[src/rtl/srx_pkg.sv]
// Package for the serial receiver: queue entry layout and receiver states.
// Assumes characters are at most eight data bits wide.
package srx_pkg;

    localparam int SRX_DATA_W = 8;

    // One queued character with its own error flags
    typedef struct packed {
        logic                  brk;
        logic                  fe;
        logic                  pe;
        logic [SRX_DATA_W-1:0] data;
    } srx_entry_t;

    typedef enum logic [2:0] {
        ST_IDLE,
        ST_START,
        ST_DATA,
        ST_PAR,
        ST_STOP,
        ST_MARK
    } srx_state_t;

endpackage

[src/rtl/srx_sync.sv]
// Multi-stage synchronizer for the asynchronous serial input.
// Assumes STAGES >= 2. Resets to the idle (high) line level.
module srx_sync #(
    parameter int STAGES = 2
) (
    input  logic clk,
    input  logic rst_n,
    input  logic din,
    output logic dout
);

    logic [STAGES-1:0] chain;

    for (genvar i = 0; i < STAGES; i++) begin : g_stage
        if (i == 0) begin : g_first
            // First stage captures the raw line
            always_ff @(posedge clk) begin
                if (!rst_n) chain[i] <= 1'b1;
                else        chain[i] <= din;
            end
        end else begin : g_next
            // Later stages settle metastability
            always_ff @(posedge clk) begin
                if (!rst_n) chain[i] <= 1'b1;
                else        chain[i] <= chain[i-1];
            end
        end
    end

    assign dout = chain[STAGES-1];

endmodule

[src/rtl/srx_framer.sv]
// Oversampling character framer. It finds the start bit, samples every
// bit at mid-bit, checks parity and stop, and recognises line break.
// Assumes sample_tick pulses at OVS times the bit rate and rxd_s is
// already synchronous. Emits one ch_valid pulse for each completed
// character, regardless of whether the receiver is enabled.
module srx_framer import srx_pkg::*; #(
    parameter int OVS = 16
) (
    input  logic       clk,
    input  logic       rst_n,
    input  logic       tick,
    input  logic       rxd_s,
    input  logic [1:0] char_len,
    input  logic       par_en,
    input  logic       par_odd,
    output logic       ch_valid,
    output srx_entry_t ch_entry,
    output logic       brk_line
);

    localparam int CNT_W = $clog2(OVS);
    localparam logic [CNT_W-1:0] MID_START = CNT_W'(OVS / 2 - 1);
    localparam logic [CNT_W-1:0] MID_BIT   = CNT_W'(OVS - 1);

    srx_state_t            state;
    logic [CNT_W-1:0]      cnt;
    logic [2:0]            bit_idx;
    logic [SRX_DATA_W-1:0] shreg;
    logic                  par_bit;

    logic [SRX_DATA_W-1:0] data_al;
    logic                  ones_odd;
    logic                  is_brk;
    logic                  pe_raw;
    logic [2:0]            last_idx;

    // Align the received bits and classify the character at the stop sample
    always_comb begin
        data_al  = shreg >> (2'd3 - char_len);
        last_idx = 3'(char_len) + 3'd4;
        ones_odd = (^data_al) ^ par_bit;
        pe_raw   = par_en & (par_odd ? ~ones_odd : ones_odd);
        is_brk   = (data_al == '0) & ~rxd_s & (~par_en | ~par_bit);
    end

    // Receive state machine, advanced only on sample ticks
    always_ff @(posedge clk) begin
        if (!rst_n) begin
            state    <= ST_IDLE;
            cnt      <= '0;
            bit_idx  <= '0;
            shreg    <= '0;
            par_bit  <= 1'b0;
            ch_valid <= 1'b0;
            ch_entry <= '0;
            brk_line <= 1'b0;
        end else begin
            ch_valid <= 1'b0;
            if (tick) begin
                case (state)
                    ST_IDLE: begin
                        if (!rxd_s) begin
                            cnt   <= '0;
                            state <= ST_START;
                        end
                    end
                    ST_START: begin
                        if (cnt == MID_START) begin
                            cnt     <= '0;
                            bit_idx <= '0;
                            shreg   <= '0;
                            par_bit <= 1'b0;
                            state   <= rxd_s ? ST_IDLE : ST_DATA;
                        end else begin
                            cnt <= cnt + CNT_W'(1);
                        end
                    end
                    ST_DATA: begin
                        if (cnt == MID_BIT) begin
                            cnt   <= '0;
                            shreg <= {rxd_s, shreg[SRX_DATA_W-1:1]};
                            if (bit_idx == last_idx) begin
                                state <= par_en ? ST_PAR : ST_STOP;
                            end else begin
                                bit_idx <= bit_idx + 3'd1;
                            end
                        end else begin
                            cnt <= cnt + CNT_W'(1);
                        end
                    end
                    ST_PAR: begin
                        if (cnt == MID_BIT) begin
                            cnt     <= '0;
                            par_bit <= rxd_s;
                            state   <= ST_STOP;
                        end else begin
                            cnt <= cnt + CNT_W'(1);
                        end
                    end
                    ST_STOP: begin
                        if (cnt == MID_BIT) begin
                            cnt           <= '0;
                            ch_valid      <= 1'b1;
                            ch_entry.brk  <= is_brk;
                            ch_entry.fe   <= ~rxd_s & ~is_brk;
                            ch_entry.pe   <= pe_raw & ~is_brk;
                            ch_entry.data <= is_brk ? '0 : data_al;
                            if (is_brk) begin
                                brk_line <= 1'b1;
                                state    <= ST_MARK;
                            end else begin
                                state <= ST_IDLE;
                            end
                        end else begin
                            cnt <= cnt + CNT_W'(1);
                        end
                    end
                    ST_MARK: begin
                        if (rxd_s) begin
                            brk_line <= 1'b0;
                            state    <= ST_IDLE;
                        end
                    end
                    default: state <= ST_IDLE;
                endcase
            end
        end
    end

    AST_BREAK_FLAGS_EXCL: assert property (@(posedge clk) disable iff (!rst_n)
        ch_valid |-> ($onehot0({ch_entry.brk, ch_entry.fe}) &&
                      (!ch_entry.brk || (ch_entry.data == '0 && !ch_entry.pe))));

    AST_NO_CHAR_WHILE_MARK: assert property (@(posedge clk) disable iff (!rst_n)
        (state == ST_MARK && $past(state) == ST_MARK) |-> !ch_valid);

    AST_BRK_LINE_CLEARS_ON_MARK: assert property (@(posedge clk) disable iff (!rst_n)
        (brk_line && tick && rxd_s) |=> !brk_line);

endmodule

[src/rtl/srx_fifo.sv]
// Character queue with per-entry error flags. Push and pop may occur in
// the same cycle, also when full. Pop on empty is ignored. Assumes
// DEPTH is a power of two.
module srx_fifo import srx_pkg::*; #(
    parameter int DEPTH = 8
) (
    input  logic       clk,
    input  logic       rst_n,
    input  logic       push,
    input  srx_entry_t push_entry,
    input  logic       pop,
    output srx_entry_t top_entry,
    output logic       empty,
    output logic       full
);

    localparam int PTR_W = $clog2(DEPTH);
    localparam logic [PTR_W:0] FULL_CNT = (PTR_W + 1)'(DEPTH);

    srx_entry_t       mem [DEPTH];
    logic [PTR_W-1:0] wr_ptr;
    logic [PTR_W-1:0] rd_ptr;
    logic [PTR_W:0]   count;
    logic             do_push;
    logic             do_pop;

    assign empty     = (count == '0);
    assign full      = (count == FULL_CNT);
    assign do_pop    = pop & ~empty;
    assign do_push   = push & (~full | do_pop);
    assign top_entry = mem[rd_ptr];

    // Storage write
    always_ff @(posedge clk) begin
        if (do_push) mem[wr_ptr] <= push_entry;
    end

    // Pointer and occupancy tracking
    always_ff @(posedge clk) begin
        if (!rst_n) begin
            wr_ptr <= '0;
            rd_ptr <= '0;
            count  <= '0;
        end else begin
            if (do_push) wr_ptr <= wr_ptr + PTR_W'(1);
            if (do_pop)  rd_ptr <= rd_ptr + PTR_W'(1);
            case ({do_push, do_pop})
                2'b10:   count <= count + (PTR_W + 1)'(1);
                2'b01:   count <= count - (PTR_W + 1)'(1);
                default: count <= count;
            endcase
        end
    end

    AST_NO_OVERFLOW: assert property (@(posedge clk) disable iff (!rst_n)
        (push && full) |-> pop);

    AST_COUNT_LIMIT: assert property (@(posedge clk) disable iff (!rst_n)
        count <= FULL_CNT);

endmodule

[src/rtl/serial_rx_flagged.sv]
// Top of the serial receiver. It links the synchronizer, the framer and
// the queue, and owns the overflow holding register, the overrun and
// framing-seen bits, and the read data register. Assumes a single clock
// and a sample_tick from an external baud generator.
module serial_rx_flagged import srx_pkg::*; #(
    parameter int DEPTH       = 8,
    parameter int OVS         = 16,
    parameter int SYNC_STAGES = 2
) (
    input  logic                  clk,
    input  logic                  rst_n,
    input  logic                  sample_tick,
    input  logic                  rxd,
    input  logic                  rx_enable,
    input  logic [1:0]            char_len,
    input  logic                  parity_en,
    input  logic                  parity_odd,
    input  logic                  rd_strobe,
    input  logic                  err_clear,
    output logic [SRX_DATA_W-1:0] rx_data,
    output logic [7:0]            rx_status
);

    logic       rxd_s;
    logic       ch_valid;
    srx_entry_t ch_entry;
    logic       brk_line;

    srx_entry_t top_entry;
    logic       empty;
    logic       full;
    logic       pop;
    logic       space;
    logic       fifo_push;
    srx_entry_t fifo_in;

    srx_entry_t hold_q;
    logic       hold_vld;
    logic       overrun;
    logic       fe_seen;
    logic       accept;

    srx_sync #(.STAGES(SYNC_STAGES)) u_sync (
        .clk   (clk),
        .rst_n (rst_n),
        .din   (rxd),
        .dout  (rxd_s)
    );

    srx_framer #(.OVS(OVS)) u_framer (
        .clk      (clk),
        .rst_n    (rst_n),
        .tick     (sample_tick),
        .rxd_s    (rxd_s),
        .char_len (char_len),
        .par_en   (parity_en),
        .par_odd  (parity_odd),
        .ch_valid (ch_valid),
        .ch_entry (ch_entry),
        .brk_line (brk_line)
    );

    srx_fifo #(.DEPTH(DEPTH)) u_fifo (
        .clk        (clk),
        .rst_n      (rst_n),
        .push       (fifo_push),
        .push_entry (fifo_in),
        .pop        (pop),
        .top_entry  (top_entry),
        .empty      (empty),
        .full       (full)
    );

    assign pop    = rd_strobe & ~empty;
    assign space  = ~full | pop;
    assign accept = ch_valid & rx_enable;

    // Queue input: a waiting character goes first, otherwise a fresh one
    always_comb begin
        fifo_push = 1'b0;
        fifo_in   = hold_q;
        if (hold_vld) begin
            fifo_push = space;
        end else if (accept && space) begin
            fifo_push = 1'b1;
            fifo_in   = ch_entry;
        end
    end

    // Holding register for the character that arrives while the queue is full
    always_ff @(posedge clk) begin
        if (!rst_n) begin
            hold_q   <= '0;
            hold_vld <= 1'b0;
        end else if (accept && (hold_vld || !space)) begin
            hold_q   <= ch_entry;
            hold_vld <= 1'b1;
        end else if (hold_vld && space) begin
            hold_vld <= 1'b0;
        end
    end

    // Sticky error bits; a new event wins over a clear in the same cycle
    always_ff @(posedge clk) begin
        if (!rst_n) begin
            overrun <= 1'b0;
            fe_seen <= 1'b0;
        end else begin
            if (accept && hold_vld && !space) overrun <= 1'b1;
            else if (err_clear)               overrun <= 1'b0;
            if (ch_valid && ch_entry.fe)      fe_seen <= 1'b1;
            else if (err_clear)               fe_seen <= 1'b0;
        end
    end

    // Read data register, updated only by a successful pop
    always_ff @(posedge clk) begin
        if (!rst_n)   rx_data <= '0;
        else if (pop) rx_data <= top_entry.data;
    end

    assign rx_status = {top_entry.brk & ~empty, top_entry.fe & ~empty,
                        top_entry.pe & ~empty, overrun, brk_line, fe_seen,
                        full, ~empty};

    AST_OVERRUN_STICKY: assert property (@(posedge clk) disable iff (!rst_n)
        (overrun && !err_clear) |=> overrun);

    AST_OVERRUN_NEEDS_WAITER: assert property (@(posedge clk) disable iff (!rst_n)
        $rose(overrun) |-> ($past(hold_vld) && $past(full)));

    AST_EMPTY_READ_HOLDS_DATA: assert property (@(posedge clk) disable iff (!rst_n)
        (rd_strobe && empty) |=> $stable(rx_data));

    AST_DISABLED_NO_NEW_ENTRY: assert property (@(posedge clk) disable iff (!rst_n)
        (!rx_enable && !hold_vld) |-> !fifo_push);

endmodule

[config.mk]
export PLATFORM = sky130hd
export DESIGN_NAME = serial_rx_flagged
export DESIGN_NICKNAME = d
export VERILOG_FILES = /design/src/rtl/srx_pkg.sv /design/src/rtl/srx_sync.sv /design/src/rtl/srx_framer.sv /design/src/rtl/srx_fifo.sv /design/src/rtl/serial_rx_flagged.sv
export SDC_FILE = /design/constraint.sdc
export NUM_CORES = 1
export LEC_CHECK = 0
export BUFFER_PORTS_ARGS = -buffer_cell sky130_fd_sc_hd__buf_2
export CORE_ASPECT_RATIO = 0.6
export CORE_UTILIZATION = 50
export DETAILED_ROUTE_END_ITERATION = 12
export GPL_ROUTABILITY_DRIVEN = 0
export PLACE_DENSITY = 0.77
export SYNTH_ARGS = -nofsm -noshare
export SYNTH_HDL_FRONTEND = slang
export SYNTH_HIERARCHICAL = 1
export SYNTH_SLANG_ARGS = --single-unit
[constraint.sdc]
create_clock -name clk -period 5.8 [get_ports clk]
set_input_delay 1.16 -clock clk [delete_from_list [all_inputs] [get_ports clk]]
set_output_delay 1.16 -clock clk [all_outputs]
set_load 0.02 [all_outputs]
Yosys cells after proc, flatten, opt, wreduce, memory -nomap -nowiden
Memories as Yosys holds them, arrays and structs flattened. A register that Yosys moved wholly into a read port is not among the register bits.
Index checks and enable logic that the tools add are counted.
{ "totals": {"inputBits": 11, "memories": 1, "ramBits": 88, "out_inout_bits": 16, "reg_bits": 66} }
{ "memory_table": {"columns": ["name", "depth", "width", "read_ports", "rd_ports_with_merged_regs", "write_ports", "line_no", "source"], "rows": [
  ["u_fifo.mem", 8, 11, 1, 1, 1, "srx_fifo.sv:20", "srx_entry_t mem [DEPTH];"]
]} }
{ "classes": {"eq_ne": 20, "n_reduce_logical": 29, "n_bitwise": 23, "mux": 46, "n_shift": 1, "add_sub_neg": 8} }
{ "op_table": {"columns": ["op", "n"], "rows": [
  ["two-way mux 3 bit", 14],
  ["two-way mux 8 bit", 3],
  ["two-way mux 11 bit", 2],
  ["case mux 3 bit (6 select lines)", 1],
  ["two-way mux 1 bit", 16],
  ["case mux 8 bit (2 select lines)", 1],
  ["nonzero test 2 bit", 7],
  ["AND 1 bit", 12],
  ["two-way mux 4 bit", 3],
  ["!= test 2 x 1 -> 1 bit (second input constant)", 6],
  ["case mux 4 bit (3 select lines)", 1],
  ["AND reduction 5 bit", 2],
  ["adder 3 x 1 -> 3 bit (second input constant)", 3],
  ["AND reduction 3 bit", 3],
  ["adder 4 x 1 -> 4 bit (second input constant)", 2],
  ["equality test 4 bit (second input constant)", 2],
  ["logical NOT 8 bit", 1],
  ["case mux 4 bit (2 select lines)", 1],
  ["AND reduction 4 bit", 2],
  ["AND reduction 8 bit", 1],
  ["XOR reduction 8 bit", 1],
  [">> shifter 8 x 2 -> 8 bit", 1],
  ["NOT 1 bit", 7],
  ["equality test 3 x 2 -> 1 bit (second input constant)", 2],
  ["22 further kinds", 33]
]} }

Logic depth before layout (Yosys ltp)
Gate-level depths: netlist of the first run.
{ "logic_depth": {"depth_word": 10, "ltp_mapped": 15} }

Modules after synthesis
Netlist of the first run, hierarchy kept.
{ "by_module_without_submodules": {"columns": ["module", "cells_per_inst", "seq_area_each_um2", "area_per_inst_um2", "n_inst"], "rows": [
  ["srx_fifo", 209, 2902.8, 4038.9, 1],
  ["srx_framer", 192, 640.6, 1821.7, 1],
  ["serial_rx_flagged", 123, 440.4, 1076.0, 1],
  ["srx_sync", 4, 40.0, 52.6, 1]
]} }

Worst setup path before layout of the first run
Ideal clock, no wire load.
{ "synth_timing": {"path_kind": "input to register", "from": "input rd_strobe", "to": "memory u_fifo/mem[0][0] in the netlist's numbering, enable pin", "path_stages": 6, "arrival_time_ns": 2.917, "setup_ns": 0.408, "path_buffers": 2, "slack_ns": 2.475, "cell_sequence": "nand2b_4 buf_2 a21oi_1 buf_2 o21ai_4 nor4_1"} }
{ "synth_via": {"elab_chain_len": 8, "word_cells_on_any_way": 10, "classes_between": "4 x mux; 5 x bitwise; 1 x reduce/logical"} }
{ "synth_lines": {"columns": ["element", "line_no", "source"], "rows": [
  ["from (decl)", "serial_rx_flagged.sv:18", "input logic rd_strobe,"],
  ["AND 1 bit *", "serial_rx_flagged.sv:74", "assign pop = rd_strobe & ~empty;"],
  ["bitwise OR 1 bit *", "serial_rx_flagged.sv:75", "assign space = ~full | pop;"],
  ["logical AND 1 bit", "serial_rx_flagged.sv:84", "end else if (accept && space) begin"],
  ["two-way mux 1 bit", "serial_rx_flagged.sv:84", null],
  ["two-way mux 1 bit *", "serial_rx_flagged.sv:82", "if (hold_vld) begin"],
  ["via fifo_push", "serial_rx_flagged.sv:34", "logic fifo_push;"],
  ["AND 1 bit *", "srx_fifo.sv:30", "assign do_push = push & (~full | do_pop);"],
  ["two-way mux 1 bit *", "srx_fifo.sv:35", "if (do_push) mem[wr_ptr] <= push_entry;"],
  ["two-way mux 1 bit (implied by the code) *", "srx_fifo.sv:35", null],
  ["to (decl)", "srx_fifo.sv:20", null]
]} }
Mark *: on every way through the listed nets, which the timed path passes. The rest lies on a longest branch.

Worst setup path in the final report of the first run
{ "layout_timing": {"from": "register u_fifo.count[0]", "to": "register u_fifo.count[3]"} }
{ "layout_via": {"elab_chain_len": 10, "word_cells_on_any_way": 18, "classes_between": "2 x add/sub; 3 x eq/ne; 3 x mux; 7 x bitwise; 3 x reduce/logical"} }
{ "layout_lines": {"columns": ["element", "line_no", "source"], "rows": [
  ["from (decl)", "srx_fifo.sv:23", "logic [PTR_W:0] count;"],
  ["from (signal assigned)", "srx_fifo.sv:48", "2'b10: count <= count + (PTR_W + 1)'(1);"],
  ["from (signal assigned)", "srx_fifo.sv:49", "2'b01: count <= count - (PTR_W + 1)'(1);"],
  ["from (signal assigned)", "srx_fifo.sv:50", "default: count <= count;"],
  ["logical NOT 4 bit *", "srx_fifo.sv:27", "assign empty = (count == '0);"],
  ["via empty", "serial_rx_flagged.sv:30", "logic empty;"],
  ["NOT 1 bit *", "serial_rx_flagged.sv:74", null],
  ["AND 1 bit *", "serial_rx_flagged.sv:74", null],
  ["bitwise OR 1 bit *", "serial_rx_flagged.sv:75", null],
  ["logical AND 1 bit", "serial_rx_flagged.sv:84", null],
  ["two-way mux 1 bit", "serial_rx_flagged.sv:84", null],
  ["two-way mux 1 bit *", "serial_rx_flagged.sv:82", null],
  ["via fifo_push", "serial_rx_flagged.sv:34", null],
  ["AND 1 bit *", "srx_fifo.sv:30", null],
  ["equality test 2 x 1 -> 1 bit / equality test 2 bit (equally long branches)", "srx_fifo.sv:47", "case ({do_push, do_pop})"],
  ["case mux 4 bit (2 select lines) / nonzero test 2 bit (equally long branches)", null, null]
]} }
Marks and branches as above.
A chain may end at the register's enable or synchronous reset.

==> metrics.txt, run 1 <==
status complete, no violations; pin count of the biggest net entering global routing 42; Max Slew Vio Count 0; final-report hold violation count 0; Setup crit end kind register; Seq cells post-synth 157; met3 usage 4.59%; Post-Syn Area about 7000 um^2; diode count 0; # fillers 1071; antenna-violating nets left 0; Leak 2.43 nW; # nets final 572; final setup fails 0; Max Cap Viol 0; Ports 27; starting density of the core 51.3%; CP max FO 13; Die H roughly 94 um; CTS tree done; cts bufs inserted 17; all-layer global routing usage 21.6%; DRT iter0 DRCs 310; Worst EP arrival roughly 4.1 ns; synthesized-area fraction occupied by adder cells approximately 2.1%; die area 14500 um^2; post-synth top area cell edfxtp_1; vias per cell 5.91; slowest CP cell a21oi_1; simple-gate share of the synthesized area 10.5%; H-tree levels 4; Max Root-Sink Buffers 2; Yosys cell types 75; Most used DFF post-synth edfxtp_1; share of layout cells above drive strength 1 23.3%; PostCTS Resize Cnt 0; Post-synth EDFFs 88; Clock Skews between 0.01 and 0.015 ns; die width 155 um; first-pass GRT wire length about 23 mm; delay-heaviest family, CP compound AO/OA/AOI/OAI gates; Async S/R FF share, synth 0%; post-synth top area share 37.8%; RSZ-0062 raised after global routing false; type of element launching the critical path register; clock period minus worst slack 3.77 ns; Synth Net Count 550; final WL between 10 and 15 mm; busiest layer in global routing met2; worst slew pin tran about 1.2 ns; CTS Root Cell clkbuf_16; Congestion Overflow GR 0; Tcrit/Tclk final 65.0%; Worst-Skew Late Latency 0.43 ns; main combinational cell family by area after synthesis multiplexers; cts hold-fix bufs 0; register area share after synthesis 57.6%; vias about 4400; vias in the first global route 4433; # DRC 0; XOR/XNOR share of the synthesized area 2.13%; initial antenna violation count 0; Clk pin slew, worst setup/hold paths 0.07 ns; worst path bufs/invs 2; clock sink total 157; Compound-Gate Fraction of Synth Area between 10% and 20%; post-synthesis cell count 528; met1 usage 30.5%; WL/cell 19.1 um; met2 Resource Use GR 33.7%; hpwl dp 9.35 mm; CP peak stage delay between 0.6 and 0.7 ns; # Post-CTS Setup Buffers 0; synth warn 6; Row Count 33; Cell Pwr Density 314 nW/um^2; mux contribution to synthesized area 14.3%; setup_tns 0 ns; P&R area growth vs syn 11.9%; PortBufs 26; peak supply drop 0.000243 V; first-pass detailed-route iteration total 4; Hold Crit Class reg -> reg; sequence of cells on the critical path or3_1 -> nor2_1 -> nand2b_4 -> a21oi_1 -> inv_1 -> nand2b_1 -> inv_1 -> ha_1 -> a21oi_1 -> nand4_1 -> a32o_1 -> o21a_1; syn_area_per_cell 13.2 um^2; cells taking the most area after synthesis edfxtp_1 38%, dfxtp_1 20%, mux4_2 7.1%; critical path required time 6.12 ns; area of the core roughly 14000 um^2; FMAX approximately 270 MHz; type of the worst setup path reg -> reg; Slew Limit Headroom ~23%; post-layout util 57.4%
==> path summary, 6_finish.rpt <==
check / from / to / slack (ns) / depth (start not counted)
worst min register to register: u_sync/chain[0] / u_sync/dout / 0.41 / 1
worst max-delay path: u_fifo/count[0] / u_fifo/count[3] / 2.03 / 12
worst min-delay path: u_sync/chain[0] / u_sync/dout / 0.41 / 1
worst max register to register: u_fifo/count[0] / u_fifo/count[3] / 2.03 / 12
==> cell type report <==
cell class                      instances  area (um^2)  share of cell area, %
Inverter                               11         41.3                  0.528
Clock buffer                           17          425                   5.44
Sequential cell                       157         4020                   51.5
Clock inverter                         15          161                   2.06
Timing Repair Buffer                   33          183                   2.34
Tap cell                              175          219                   2.80
Multi-Input combinational cell        330         2760                   35.4
==> sequential cells by signal, summed over array words and instances (netlist names), named ones only <==
register	flops
u_framer/par_bit	1
hold_vld	1
u_fifo/wr_ptr	3
u_framer/ch_entry	11
u_fifo/count	4
u_framer/brk_line	1
hold_q	11
u_fifo/rd_ptr	3
u_framer/bit_idx	3
rx_data	8
u_fifo/mem	88
u_framer/state	3
u_framer/cnt	4
u_framer/ch_valid	1
u_sync/dout	1
overrun	1
u_sync/chain	1
u_framer/shreg	8
fe_seen	1
==> per-layer routing <==
metal / vias up / routed length (um) / share of wire, %
met5: - / 0 / 0
met1: 2166 / 6850 / 49
li1: 2059 / - / -
met3: 14 / 656 / 4.7
met4: 0 / 142 / 1.0
met2: 121 / 6460 / 46
==> synth_stat cells, drive strengths merged, types with 10 or more instances <==
| library cell | n |
|---|---|
| a21oi | 22 |
| a22o | 10 |
| buf | 22 |
| dfxtp | 69 |
| edfxtp | 88 |
| ha | 10 |
| mux2 | 28 |
| mux2i | 19 |
| mux4 | 22 |
| nand2 | 50 |
| nand2b | 12 |
| nor2 | 28 |
| o21ai | 15 |
| xnor2 | 11 |
==> power by group <==
| group | internal, mW | switching [mW] | total (mW) |
|---|---|---|---|
| logic | 0.0646 | 0.0929 | 0.157 |
| registers | 1.17 | 0.0327 | 1.21 |
| clock network | 0.580 | 0.509 | 1.09 |
==> through the flow <==
step                hold WS [ns]  setup WS, ns  instance area (um^2)  instances  power [mW]
floorplan                  0.386          2.48                  6990        528        1.35
global placement           0.394          2.09                  7230        706        1.38
detailed placement         0.393          1.87                  7230        706        1.38
CTS                        0.410          2.06                  7820        738        2.46
global route               0.441          1.70                  7820        738        2.53
finish                     0.410          2.03                  7820        738        2.45
==> cells by family (layout without fill, tap and decap cells) <==
kind of cell               Yosys count  in the layout
xor gates and xnor gates            17             17
AOI/OAI and AO/OA                   92             92
DFF                                157            157
and+or+nand+nor                    141            141
buffers and inverters               41             76
adders and majority gates           11             11
muxes                               69             69
==> worst register-to-register path, cell delays in order, from the launching register on <==
cell,delay (ns)
dfxtp_1,0.46
or3_1,0.32
nor2_1,0.20
nand2b_4,0.28
a21oi_1,0.63
inv_1,0.27
nand2b_1,0.19
inv_1,0.08
ha_1,0.33
a21oi_1,0.33
nand4_1,0.15
a32o_1,0.27
o21a_1,0.16
==> placed cells by master (no fill, tap or decap), types with 3 or more instances in the layout <==
master,n
ha_1,10
mux2_2,26
nor2_1,27
inv_1,7
buf_2,26
clkbuf_16,17
mux2i_1,19
buf_4,7
nor3_1,9
nand2b_1,11
xnor2_1,11
o31a_1,5
dfxtp_1,69
a22o_1,10
nand2_1,50
o21a_1,3
o21ai_1,6
a211oi_2,3
and3_1,5
edfxtp_1,88
nand3b_1,4
a21oi_1,22
o211ai_1,3
inv_6,5
nand3_1,7
and2_1,3
o2bb2ai_1,6
o21ai_0,7
inv_8,6
nand4_1,4
xor2_1,6
mux4_2,22
Power figures use the tool's default switching activity.
==> inputs of run 2 (changes only) <==
--- a/config.mk
+++ b/config.mk
@@ -10,7 +10,7 @@
 export CORE_UTILIZATION = 50
 export DETAILED_ROUTE_END_ITERATION = 12
 export GPL_ROUTABILITY_DRIVEN = 0
-export PLACE_DENSITY = 0.77
+export PLACE_DENSITY = 0.79
 export SYNTH_ARGS = -nofsm -noshare
 export SYNTH_HDL_FRONTEND = slang
 export SYNTH_HIERARCHICAL = 1
==> constraint.sdc (replaced) <==
create_clock -name clk -period 3.2 [get_ports clk]
set_input_delay 0.64 -clock clk [delete_from_list [all_inputs] [get_ports clk]]
set_output_delay 0.64 -clock clk [all_outputs]
set_load 0.02 [all_outputs]
==> run 2 against run 1 <==
Effect of this change: wire length is 1.1% higher; register-to-register slack got worse by 1.8 ns; sequential power rose by 81%; critical path type unchanged; hold slack lost 0.016 ns; largest cell class unchanged; critical endpoint unchanged; die area is the same.
==> metrics.txt, run 2 (synthesized netlist as in run 1, its figures left out) <==
CTS tree done (unchanged); FMAX 331 MHz (was 265 MHz); Tcrit/Tclk final 94.3% (was 65.0%); vias per cell 5.94 (was 5.91); die width 155 um (unchanged); vias 4437 (was 4360); Die H 93.6 um (unchanged); PortBufs 26 (unchanged); Max Cap Viol 0 (unchanged); die area 14500 um^2 (unchanged); Congestion Overflow GR 0 (unchanged); share of layout cells above drive strength 1 24.3% (was 23.3%); Final WS setup 0.183 ns (was 2.03 ns); H-tree levels 4 (unchanged); starting density of the core 51.3% (unchanged); Worst EP arrival 3.33 ns (was 4.09 ns); CTS Root Cell clkbuf_16 (unchanged); first-pass detailed-route iteration total 5 (was 4); Slew Limit Headroom 54.5% (was 23.1%); PostCTS Resize Cnt 0 (unchanged); first-pass GRT wire length 22.6 mm (was 23.4 mm); final setup fails 0 (unchanged); status complete, no violations (unchanged); highest-count cells in the layout ignoring fill and taps 88 x edfxtp_1, 69 x dfxtp_1, 50 x nand2_1, 27 x nor2_1 (unchanged); Worst-Skew Late Latency 0.42 ns (was 0.43 ns); pin count of the biggest net entering global routing 41 (was 42); worst slack at placement 0.215 ns (was 1.87 ns); # nets final 581 (was 572); Ports 27 (unchanged); initial antenna violation count 0 (unchanged); type of the worst setup path reg -> reg (unchanged); area of the core 13600 um^2 (unchanged); CP max FO 13 (unchanged); critical path required time 3.51 ns (was 6.12 ns); Cell Pwr Density 558 nW/um^2 (was 314 nW/um^2); Max Slew Vio Count 0 (unchanged); Max Root-Sink Buffers 2 (unchanged); antenna-violating nets left 0 (unchanged); final WL 14.3 mm (was 14.1 mm); Clk pin slew, worst setup/hold paths 0.07 ns (about the same); Row Count 33 (unchanged); all-layer global routing usage 21.0% (was 21.6%); Setup crit end kind register (unchanged); final-report hold violation count 0 (unchanged); Hold Crit Class in -> reg (was reg -> reg); # DRC 0 (unchanged); type of element launching the critical path register (unchanged); RSZ-0062 raised after global routing false (unchanged); peak supply drop 0.000337 V (was 0.000243 V); vias in the first global route 4337 (was 4433); Leak 2.44 nW (was 2.43 nW); P&R area growth vs syn 12.4% (was 11.9%); clock sink total 157 (unchanged); minimum hold slack 0.394 ns (was 0.410 ns); DRT iter0 DRCs 364 (was 310); cts hold-fix bufs 0 (unchanged); worst slew pin tran 0.682 ns (was 1.15 ns); WL/cell 19.1 um (about the same); # Post-CTS Setup Buffers 0 (unchanged); commonest non-fill, non-tap cell in the layout edfxtp_1 (unchanged); cts bufs inserted 17 (unchanged); biggest registers after layout u_fifo/mem (88), hold_q (11), u_framer/ch_entry (11) (unchanged); setup_tns 0 ns (unchanged); diode count 0 (unchanged); Top reg by flops u_fifo/mem (unchanged); Clock Skews 0.00821 ns (was 0.0112 ns); clock period minus worst slack 3.02 ns (was 3.77 ns); Largest register FFs 88 (unchanged); # fillers 1063 (was 1071); hpwl dp 9.42 mm (was 9.35 mm)
[run 2: changes by cell type in the layout (fill, tap and decap cells not counted), moves of 2 or more]
cell / before / now
inv_8: 6 / 1
clkinvlp_4: 0 / 4
clkinv_8: 2 / 0
buf_4: 7 / 16
[run 2: worst max-delay path, cell delays in order, from the launching register on]
cell	delay [ns]
dfxtp_1	0.37
or3_1	0.40
nor2_1	0.15
nand2b_4	0.27
clkinv_1	0.13
o21ai_2	0.11
nand2b_1	0.18
inv_1	0.08
ha_1	0.34
nand3_1	0.17
a211o_1	0.32
a32o_1	0.25
o21a_1	0.16
[run 2: per-layer routing]
layer / vias to the layer above / global-route usage [%] / part of all wire [%]
met1: 2190 / 29.5 / 48
met3: 16 / 5.33 / 6.2
met4: 0 / 7.67 / 1.1
met2: 163 / 31.6 / 44
li1: 2068 / - / -
met5: - / 0 / 0
[run 2: worst paths after layout]
| kind | startpoint | endpoint | slack, ns | cells after the start |
|---|---|---|---|---|
| worst min register to register | u_sync/chain[0] | u_sync/dout | 0.41 | 1 |
| worst max register to register | u_fifo/count[1] | u_fifo/count[3] | 0.18 | 12 |
| worst max-delay path | u_fifo/count[1] | u_fifo/count[3] | 0.18 | 12 |
| worst min-delay path | rxd | u_sync/chain[0] | 0.39 | 2 |
[run 2: cell type report]
class                           instances  area, um^2  area share [%]
Tap cell                              175         219            2.79
Clock buffer                           18         429            5.47
Timing Repair Buffer                   42         250            3.19
Multi-Input combinational cell        330        2760            35.1
Sequential cell                       157        4020            51.2
Inverter                               11        41.3           0.526
Clock inverter                         14         134            1.70
[run 2: metrics by stage]
stage | total power, mW | util [%] | cells | area, um^2
after floorplan | 2.45 | - | 528 | 6990
after global placement | 2.49 | 53.5 | 715 | 7290
after detailed placement | 2.50 | 53.5 | 715 | 7290
after CTS | 4.41 | 57.6 | 747 | 7850
after global routing | 4.53 | 57.6 | 747 | 7850
final | 4.39 | 57.6 | 747 | 7850
[run 2: where the power goes]
group          total [mW]  switching (mW)  internal, mW
combinational       0.282           0.165         0.118
clock                1.92           0.834          1.08
sequential           2.19          0.0601          2.13
